==> src/rtl/adcseq_pkg.sv <==
package adcseq_pkg;

    typedef enum logic [1:0] {
        S_OFF  = 2'd0,
        S_IDLE = 2'd1,
        S_CONV = 2'd2
    } seq_state_t;

endpackage

==> src/rtl/adcseq_prescaler.sv <==
module adcseq_prescaler #(
    parameter int SEL_W = 3
) (
    input  logic             clk,
    input  logic             rst_n,
    input  logic             run,
    input  logic             clr,
    input  logic [SEL_W-1:0] sel,
    output logic             tick
);
    localparam int CNT_W = (1 << SEL_W) - 1;

    logic [CNT_W-1:0] cnt;
    logic [CNT_W-1:0] lim;

    always_comb begin
        int unsigned e;
        e   = (sel == '0) ? 1 : int'(sel);
        lim = CNT_W'((64'd1 << e) - 64'd1);
    end

    always_ff @(posedge clk or negedge rst_n) begin
        if (!rst_n) begin
            cnt <= '0;
        end else if (!run || clr) begin
            cnt <= '0;
        end else if (cnt == lim) begin
            cnt <= '0;
        end else begin
            cnt <= cnt + 1'b1;
        end
    end

    assign tick = run && !clr && (cnt == lim);

    // Ticks are at least two CPU cycles apart.
    assert_tick_gap_R1: assert property (@(posedge clk) disable iff (!rst_n)
        tick |=> !tick);

    // A cleared prescaler cannot tick in the next cycle.
    assert_clr_restart_R7: assert property (@(posedge clk) disable iff (!rst_n)
        clr |=> !tick);

endmodule

==> src/rtl/adcseq_trig_sync.sv <==
module adcseq_trig_sync #(
    parameter int SYNC_STAGES = 2
) (
    input  logic clk,
    input  logic rst_n,
    input  logic din,
    output logic evt
);
    logic [SYNC_STAGES:0] pipe;

    always_ff @(posedge clk or negedge rst_n) begin
        if (!rst_n) begin
            pipe[0] <= 1'b0;
        end else begin
            pipe[0] <= din;
        end
    end

    for (genvar i = 1; i <= SYNC_STAGES; i++) begin : g_stage
        always_ff @(posedge clk or negedge rst_n) begin
            if (!rst_n) begin
                pipe[i] <= 1'b0;
            end else begin
                pipe[i] <= pipe[i-1];
            end
        end
    end

    always_ff @(posedge clk or negedge rst_n) begin
        if (!rst_n) begin
            evt <= 1'b0;
        end else begin
            evt <= pipe[SYNC_STAGES-1] & ~pipe[SYNC_STAGES];
        end
    end

    if (SYNC_STAGES == 2) begin : g_chk
        // An event reflects the input as sampled three edges earlier.
        assert_evt_latency_R7: assert property (@(posedge clk) disable iff (!rst_n)
            evt |-> $past(din, 3));
    end

    assert_evt_single_R8: assert property (@(posedge clk) disable iff (!rst_n)
        evt |=> !evt);

endmodule

==> src/rtl/adcseq_fsm.sv <==
module adcseq_fsm
    import adcseq_pkg::*;
#(
    parameter int RES_W     = 10,
    parameter int NORM_LEN  = 13,
    parameter int NORM_SH   = 2,
    parameter int FIRST_LEN = 25,
    parameter int FIRST_SH  = 14
) (
    input  logic             clk,
    input  logic             rst_n,
    input  logic             enable,
    input  logic             start_set,
    input  logic             start_clr,
    input  logic             auto_mode,
    input  logic             free_mode,
    input  logic             trig_evt,
    input  logic             tick,
    input  logic             flag_clr,
    input  logic [RES_W-1:0] sar_data,
    output logic             presc_clr,
    output logic             start_busy,
    output logic             mux_upd,
    output logic             sample_hold,
    output logic             conv_done,
    output logic [RES_W-1:0] result,
    output logic             flag
);
    localparam int K_W = $clog2(FIRST_LEN + 1);

    seq_state_t     state, nstate;
    logic [K_W-1:0] k, k_nx, len, shk;
    logic           first;
    logic           go_trig, go_sw, last, keep_start, restart;

    always_comb begin
        go_trig    = (state == S_IDLE) && enable && auto_mode && trig_evt;
        go_sw      = (state == S_IDLE) && enable && start_set;
        presc_clr  = go_trig;
        k_nx       = k + 1'b1;
        len        = first ? K_W'(FIRST_LEN) : K_W'(NORM_LEN);
        shk        = first ? K_W'(FIRST_SH)  : K_W'(NORM_SH);
        last       = (state == S_CONV) && enable && tick && (k_nx == len);
        keep_start = start_busy && !start_clr;
        restart    = last && free_mode && keep_start;
    end

    always_comb begin
        nstate = state;
        unique case (state)
            S_OFF:  if (enable) nstate = S_IDLE;
            S_IDLE: begin
                if (!enable)                nstate = S_OFF;
                else if (go_trig || go_sw)  nstate = S_CONV;
            end
            S_CONV: begin
                if (!enable)                nstate = S_OFF;
                else if (last && !restart)  nstate = S_IDLE;
            end
            default: nstate = S_OFF;
        endcase
    end

    always_ff @(posedge clk or negedge rst_n) begin
        if (!rst_n) state <= S_OFF;
        else        state <= nstate;
    end

    always_ff @(posedge clk or negedge rst_n) begin
        if (!rst_n) begin
            k           <= '0;
            first       <= 1'b1;
            start_busy  <= 1'b0;
            mux_upd     <= 1'b0;
            sample_hold <= 1'b0;
            conv_done   <= 1'b0;
            result      <= '0;
        end else begin
            mux_upd     <= 1'b0;
            sample_hold <= 1'b0;
            conv_done   <= 1'b0;
            if (!enable) begin
                k          <= '0;
                first      <= 1'b1;
                start_busy <= 1'b0;
            end else begin
                unique case (state)
                    S_OFF: begin
                        k <= '0;
                    end
                    S_IDLE: begin
                        k <= '0;
                        if (go_trig || go_sw) start_busy <= 1'b1;
                        else if (start_clr)   start_busy <= 1'b0;
                    end
                    S_CONV: begin
                        if (start_clr) start_busy <= 1'b0;
                        if (tick) begin
                            k <= k_nx;
                            if (k_nx == K_W'(1)) mux_upd     <= 1'b1;
                            if (k_nx == shk)     sample_hold <= 1'b1;
                            if (last) begin
                                conv_done <= 1'b1;
                                result    <= sar_data;
                                first     <= 1'b0;
                                k         <= '0;
                                if (!restart) start_busy <= 1'b0;
                            end
                        end
                    end
                    default: k <= '0;
                endcase
            end
        end
    end

    always_ff @(posedge clk or negedge rst_n) begin
        if (!rst_n)        flag <= 1'b0;
        else if (last)     flag <= 1'b1;
        else if (flag_clr) flag <= 1'b0;
    end

    assert_pulse_excl_R11: assert property (@(posedge clk) disable iff (!rst_n)
        $onehot0({mux_upd, sample_hold, conv_done}));

    assert_done_width_R11: assert property (@(posedge clk) disable iff (!rst_n)
        conv_done |=> !conv_done);

    assert_mux_width_R11: assert property (@(posedge clk) disable iff (!rst_n)
        mux_upd |=> !mux_upd);

    assert_off_state_R10: assert property (@(posedge clk) disable iff (!rst_n)
        !enable |=> (state == S_OFF) && !start_busy);

    assert_abort_quiet_R10: assert property (@(posedge clk) disable iff (!rst_n)
        !enable |=> !conv_done);

    assert_flag_sticky_R6: assert property (@(posedge clk) disable iff (!rst_n)
        (flag && !flag_clr) |=> flag);

    assert_result_hold_R5: assert property (@(posedge clk) disable iff (!rst_n)
        !conv_done |-> $stable(result));

    assert_done_flag_R5: assert property (@(posedge clk) disable iff (!rst_n)
        conv_done |-> flag);

    assert_restart_busy_R9: assert property (@(posedge clk) disable iff (!rst_n)
        conv_done |-> (start_busy == (state == S_CONV)));

    assert_off_idle_start_R12: assert property (@(posedge clk) disable iff (!rst_n)
        (state == S_OFF) |-> !start_busy);

    assert_busy_no_restart_R8: assert property (@(posedge clk) disable iff (!rst_n)
        (state == S_CONV) |-> !presc_clr);

endmodule

==> src/rtl/adcseq_ctrl.sv <==
module adcseq_ctrl #(
    parameter int SEL_W       = 3,
    parameter int RES_W       = 10,
    parameter int SYNC_STAGES = 2,
    parameter int NORM_LEN    = 13,
    parameter int NORM_SH     = 2,
    parameter int FIRST_LEN   = 25,
    parameter int FIRST_SH    = 14
) (
    input  logic             clk,
    input  logic             rst_n,
    input  logic             enable,
    input  logic             start_set,
    input  logic             start_clr,
    input  logic             auto_mode,
    input  logic             free_mode,
    input  logic             trig_in,
    input  logic [SEL_W-1:0] presc_sel,
    input  logic             flag_clr,
    input  logic [RES_W-1:0] sar_data,
    output logic             start_busy,
    output logic             mux_upd,
    output logic             sample_hold,
    output logic             conv_done,
    output logic [RES_W-1:0] result,
    output logic             flag
);
    logic tick, presc_clr, trig_evt;

    adcseq_prescaler #(.SEL_W(SEL_W)) u_presc (
        .clk   (clk),
        .rst_n (rst_n),
        .run   (enable),
        .clr   (presc_clr),
        .sel   (presc_sel),
        .tick  (tick)
    );

    adcseq_trig_sync #(.SYNC_STAGES(SYNC_STAGES)) u_sync (
        .clk   (clk),
        .rst_n (rst_n),
        .din   (trig_in),
        .evt   (trig_evt)
    );

    adcseq_fsm #(
        .RES_W     (RES_W),
        .NORM_LEN  (NORM_LEN),
        .NORM_SH   (NORM_SH),
        .FIRST_LEN (FIRST_LEN),
        .FIRST_SH  (FIRST_SH)
    ) u_fsm (
        .clk         (clk),
        .rst_n       (rst_n),
        .enable      (enable),
        .start_set   (start_set),
        .start_clr   (start_clr),
        .auto_mode   (auto_mode),
        .free_mode   (free_mode),
        .trig_evt    (trig_evt),
        .tick        (tick),
        .flag_clr    (flag_clr),
        .sar_data    (sar_data),
        .presc_clr   (presc_clr),
        .start_busy  (start_busy),
        .mux_upd     (mux_upd),
        .sample_hold (sample_hold),
        .conv_done   (conv_done),
        .result      (result),
        .flag        (flag)
    );

endmodule

==> config.mk <==
export PLATFORM = sky130hd
export DESIGN_NAME = adcseq_ctrl
export DESIGN_NICKNAME = d
export VERILOG_FILES = /design/src/rtl/adcseq_pkg.sv /design/src/rtl/adcseq_prescaler.sv /design/src/rtl/adcseq_trig_sync.sv /design/src/rtl/adcseq_fsm.sv /design/src/rtl/adcseq_ctrl.sv
export SDC_FILE = /design/constraint.sdc
export NUM_CORES = 1
export LEC_CHECK = 0
export BUFFER_PORTS_ARGS = -buffer_cell sky130_fd_sc_hd__buf_2
export CAP_MARGIN = 20
export CORE_UTILIZATION = 46
export DETAILED_ROUTE_END_ITERATION = 12
export PLACE_DENSITY = 0.76
export RECOVER_POWER = 100
export SKIP_CTS_REPAIR_TIMING = 1
export SYNTH_ARGS = -nofsm -noshare
export SYNTH_HDL_FRONTEND = slang
export SYNTH_SLANG_ARGS = --single-unit
==> constraint.sdc <==
create_clock -name clk -period 2.57 [get_ports clk]
set_input_delay 0.257 -clock clk [delete_from_list [all_inputs] [get_ports clk]]
set_output_delay 0.257 -clock clk [all_outputs]
set_load 0.03 [all_outputs]
# Word-level counts from Yosys, hierarchy flattened
# Cells that the tools add are included.
# Widths: inputs -> output; s select.
[totals] regBits=34 input_bits=22 output_inout_bits=15 elab_cells=99
[op_classes] add_sub_neg=3 n_eq_ne=14 n_shift=1 n_mux=40 n_bitwise=2 reduce_logical=25
[ops] cell="$shl 1x32->7 const A" count=1
[ops] cell="$mux 5" count=5
[ops] cell="$mux 1" count=24
[ops] cell="$mux 7" count=2
[ops] cell="$logic_and 1x1->1" count=13
[ops] cell="$eq 5x5->1" count=2
[ops] cell="$mux 2" count=5
[ops] cell="$add 7x1->7 const B" count=1
[ops] cell="$eq 7x7->1" count=1
[ops] cell="$sub 7x1->7 const B" count=1
[ops] cell="$ne 2x1->1 const B" count=3
[ops] cell="$ne 3x3->1 const B" count=2
[ops] cell="$pmux 2 s3" count=1
[ops] cell="$reduce_and 3->1" count=2
[ops] cell="$add 5x1->5 const B" count=1
[ops] cell="$eq 5x1->1 const B" count=1
[ops] cell="$logic_not 1->1" count=4
[ops] cell="$mux 4" count=1
[ops] cell="$reduce_and 4->1" count=1
[ops] cell="$logic_not 3->1" count=1
[ops] cell="$mux 3" count=1
[ops] cell="$ne 3x1->1 const B" count=1
[ops] cell="$ne 3x2->1 const B" count=1
[ops] cell="$eq 2x1->1 const B" count=1
[ops] cell="8 further kinds" count=9

# Depth between registers and ports, before layout
[logic_depth] depth_word=16 depth_mapped=9 depth_no_buf=8

# Hierarchy
# A second synthesis with hierarchy kept.
[unflattened] hier_cells=189 hier_area_um2=2014.4
[by_module_without_submodules] module="adcseq_fsm" instances=1 cells_per_inst=133 area_per_inst_um2=1403.8 seq_area_each_um2=576.8
[by_module_without_submodules] module="adcseq_prescaler" instances=1 cells_per_inst=51 area_per_inst_um2=496.7 seq_area_each_um2=175.2
[by_module_without_submodules] module="adcseq_trig_sync" instances=1 cells_per_inst=5 area_per_inst_um2=113.9 seq_area_each_um2=100.1

# Worst setup path before layout
# Ideal clock, no wire load.
[synth_timing] kind="input-to-reg" start="input presc_sel[1]" end="register u_fsm.result[1]" setup_ns=0.125 arrival_ns=1.983 required_ns=2.445 slack_ns=0.462 stages=8 n_path_buf=1 path_cell_list="or2_2 -> ha_1 -> xor2_1 -> nor3b_2 -> nand3_4 -> nor2_8 -> buf_12 -> mux2_4"
[synth_via] elab_chain_len=9
[synth_lines] item="start: declaration" line="adcseq_ctrl.sv:18" rtl="input logic [SEL_W-1:0] presc_sel,"
[synth_lines] item="$logic_not 3->1" line="adcseq_prescaler.sv:18" rtl="e = (sel == '0) ? 1 : int'(sel);"
[synth_lines] item="$mux 3 *" line="adcseq_prescaler.sv:18"
[synth_lines] item="$shl 1x32->7 *" line="adcseq_prescaler.sv:19" rtl="lim = CNT_W'((64'd1 << e) - 64'd1);"
[synth_lines] item="$sub 7x1->7 *" line="adcseq_prescaler.sv:19"
[synth_lines] item="$eq 7x7->1 *" line="adcseq_prescaler.sv:34" rtl="assign tick = run && !clr && (cnt == lim);"
[synth_lines] item="$logic_and 1x1->1 *" line="adcseq_prescaler.sv:34"
[synth_lines] item="$logic_and 1x1->1 (2 in a row)" line="adcseq_fsm.sv:43" rtl="last = (state == S_CONV) && enable && tick && (k_nx == len);"
[synth_lines] item="$reduce_and 4->1 (no source line) *"
[synth_lines] item="end signal: assignment" line="adcseq_fsm.sv:104" rtl="result <= sar_data;"
[synth_lines] item="end: declaration" line="adcseq_fsm.sv:26" rtl="output logic [RES_W-1:0] result,"
# Every way passes the cells marked *; elsewhere a longest branch is shown, timed or not.
# A chain may end at the register's enable or synchronous reset.

# Worst setup path in the final report
[layout_timing] start="register u_fsm.k[0]" end="register u_fsm.result[0]"
[layout_via] elab_chain_len=4
[layout_lines] item="start: declaration" line="adcseq_fsm.sv:32" rtl="logic [K_W-1:0] k, k_nx, len, shk;"
[layout_lines] item="start signal: assignment" line="adcseq_fsm.sv:99" rtl="k <= k_nx;"
[layout_lines] item="$add 5x1->5" line="adcseq_fsm.sv:40" rtl="k_nx = k + 1'b1;"
[layout_lines] item="$eq 5x5->1" line="adcseq_fsm.sv:43"
[layout_lines] item="$logic_and 1x1->1" line="adcseq_fsm.sv:43"
[layout_lines] item="$reduce_and 4->1 (no source line)"
# No other way between the ends.

==> out/metrics.yaml <==
logic_synthesis:
  synth-edff-count: 0
  synth.yosys.seq_area_share_pct: 48.64
  synth_warnings: 0
  ys.flop_type: "dfrtp_1"
  yosysTopAreaCell: "dfrtp_1"
  ys_types: 42
  async_reset_ff_share_pct: 100.0
  ys_ff_latch: 34
  avgSynthCellArea_um2: 11.60
  syn-num-nets: 178
  netlist_top_cells_count: "dfrtp_1, nand2_1, nor2_1, inv_1, o21ai_0"
  yosysMostFrequentCell: "dfrtp_1"
  netlist_instances: 151
  synth_top_area_share_pct: 47.14
  syn-cell-area_um2: 1752
  synth_area_leaders: "dfrtp_1, mux2_4, ha_1"
placed_design:
  place.gp.congestion: 0.7499
  post-place-ws_ns: 0.1264
  place_inst: 234
  io_buffers: 36
  hpwl_um: 2267
floorplan:
  row_count: 22
  die_h_um: 63.71
  initial_core_util_pct: 47.85
  core_area_um2: 3661
  io_pins: 37
  design.die.area_um2: 4059
  die_x_um: 63.71
clock_tree:
  clk_path_buf_depth: 2
  tritoncts.num_buffers: 5
  cts_tree: "done"
  path_clk_slew_ns: 0.07
  clock_sinks: 34
  clk_latency_ns: 0.29
  cts-root-buf: "clkbuf_8"
  htree_levels: 2
critical_path:
  reg2reg_depth: 6
  crit_slowest_cell: "dfrtp_1"
  worstSetupPathType: "register to register"
  critical_path.cell_chain: "ha_1, or3b_1, o21ai_0, o2111ai_4, nor2_8, mux2_2"
  cp.arrival_ns: 2.40
  required_ns: 2.74
  worstSetupEndpointType: "register"
  worst_r2r_endpoint: "u_fsm.result[0]"
  worst_setup_path_start_kind: "register"
  critPathMaxStageDelay_ns: 0.45
  critPathBufInv: 0
  r2r_slack_ns: 0.35
  path_max_fanout: 14
  cp_top_family: "simple AND/OR/NAND/NOR gates"
  worstReg2RegStart: "u_fsm.k[0]"
status:
  status: "finished with violations"
  violations: "max-capacitance violations, max-slew violations"
route:
  drcViolationCount: 0
  wirelength_um: 3074
  first_pass_iters: 4
  drt_iter0_markers: 82
  routedWlPerCell_um: 12.70
  postRouteAntennaNets: 0
  viasPerCell: 5.087
  via_count: 1231
pwr:
  seqPwrFrac_pct: 45.1
  total_power_mw: 1.237
  internal_power_mw: 0.9759
  pwr-share-clk_pct: 47.6
  p_comb_share_pct: 7.3
  switching_share_pct: 21.13
  leakage_nw: 0.9653
  p_sw_mw: 0.2615
  vdd_drop_max_mv: 0.3170
  powerDensity_nw_per_um2: 601.2
cells_and_area:
  fin_nets: 220
  final_cell_count_no_fill: 242
  drive_gt1_share_pct: 22.16
  area_growth_pct: 17.50
  antennaDiodeCount: 0
worst_hold_path:
  hold_class: "input port to register"
  worstHoldStart: "trig_in"
  holdPathEnd: "u_sync.pipe[0]"
  whs_path_depth: 1
sta:
  setup_viol: 0
  max_slew_margin_pct: -15.78
  period_share_pct: 86.53
  skew_ns: 0.007758
  rsz0062_at_grt: "no"
  tightest_slew_ns: 1.737
  period_minus_slack_ns: 2.224
  fmax_mhz: 449.7
  tns_ns: 0
  setup_slack_ns: 0.3461
  finalHoldViolations: 0
  final_max_slew_viol_count: 35
job:
  maxCapViolCount: 1
grt:
  grt_pass1_vias: 1292
  overflow: 0
  grt_start_max_net_pins: 35
  grt_pass1_wl_um: 5513
  grt_usage_pct: 18.41
  antenna_found_initial: 0
logic make-up (layout without fill, tap and decap cells):
| family | Yosys count | in the layout | share of synthesized area (%) |
|---|---|---|---|
| XOR/XNOR | 12 | 12 | 7.071 |
| multiplexers | 11 | 11 | 8.357 |
| AO/OA/AOI/OAI | 27 | 27 | 11.29 |
| other | 1 | 1 | 0.2141 |
| AND/OR/NAND/NOR | 52 | 52 | 18.00 |
| flip-flops | 34 | 34 | 48.64 |
| buffers and inverters | 9 | 52 | 2.857 |
| adder cells (fa/ha/maj) | 5 | 5 | 3.571 |
routing by layer:
metal / global-route usage, % / part of all wire [%] / vias to the layer above
li1: - / - / 611
met1: 21.78 / 45 / 573
met2: 29.52 / 47 / 41
met3: 7.246 / 6.0 / 6
met4: 7.670 / 1.9 / 0
met5: 0 / 0 / -
final cells by class:
type | count | area, µm²
multi-input cells | 108 | 819.5
repair buffers | 36 | 158.9
well taps | 48 | 60.06
clock buffers | 5 | 68.82
flip-flops and latches | 34 | 852.1
inverters | 8 | 30.03
fillers | 348 | 1603
clock inverters | 3 | 68.82
registers in the layout, summed over array words and instances (netlist names):
name / cells
u_fsm.conv_done: 1
u_fsm.first: 1
u_fsm.flag: 1
u_fsm.k: 5
u_fsm.mux_upd: 1
u_fsm.result: 10
u_fsm.sample_hold: 1
u_fsm.start_busy: 1
u_fsm.state: 2
u_presc.cnt: 7
u_sync.evt: 1
u_sync.pipe: 3
worst register-to-register path: cells and delay by family (launching register included):
kind | cells | cell delay, ns
and+or+nand+nor | 2 | 0.65
adders and majority gates | 1 | 0.29
DFF | 1 | 0.45
AOI/OAI and AO/OA | 2 | 0.36
muxes | 1 | 0.37
power by group through the flow:
| stage | Combinational [mW] | Clock (mW) | Sequential [mW] |
|---|---|---|---|
| finish | 0.0899 | 0.589 | 0.558 |
| detailed placement | 0.0957 | 0 | 0.568 |
| global route | 0.103 | 0.633 | 0.560 |
| CTS | 0.0965 | 0.606 | 0.558 |
| floorplan | 0.0529 | 0 | 0.569 |
| global placement | 0.0929 | 0 | 0.568 |
worst max path at each step:
| stage | startpoint | slack, ns | cells past startpoint | endpoint |
|---|---|---|---|---|
| floorplan | presc_sel[1] | 0.46 | 8 | u_fsm.result[1] |
| global placement | presc_sel[1] | 0.21 | 8 | u_fsm.result[7] |
| detailed placement | presc_sel[1] | 0.13 | 8 | u_fsm.result[0] |
| CTS | u_fsm.k[0] | 0.30 | 6 | u_fsm.result[0] |
| global route | u_fsm.k[0] | 0.18 | 6 | u_fsm.result[8] |
| finish | u_fsm.k[0] | 0.35 | 6 | u_fsm.result[0] |
placed cells by master, fill, tap and decap left out, types with 2 or more instances in the layout:
cell / count
dfrtp_1: 33
buf_2: 19
clkbuf_1: 17
nand2_1: 12
nor2_1: 12
o21ai_0: 9
inv_1: 8
xnor2_1: 6
mux2_1: 6
xor2_1: 5
mux2_2: 5
ha_1: 5
clkbuf_8: 5
a21oi_1: 4
nand3_1: 4
nand2b_1: 3
a31oi_1: 3
nor2b_1: 3
nor3_1: 2
nor3b_2: 2
and3_1: 2
nand3b_1: 2
nand4_1: 2
a21o_1: 2
a22o_1: 2
bufinv_16: 2
through the flow:
step	util (%)	instance area [µm²]	hold slack, ns
finish	56.22	2058	0.06959
global route	56.22	2058	0.05030
global placement	53.86	1972	0.3320
CTS	57.62	2110	0.05033
floorplan	-	1752	-0.03859
detailed placement	53.86	1972	0.3428
Power figures use the tool's default switching activity.
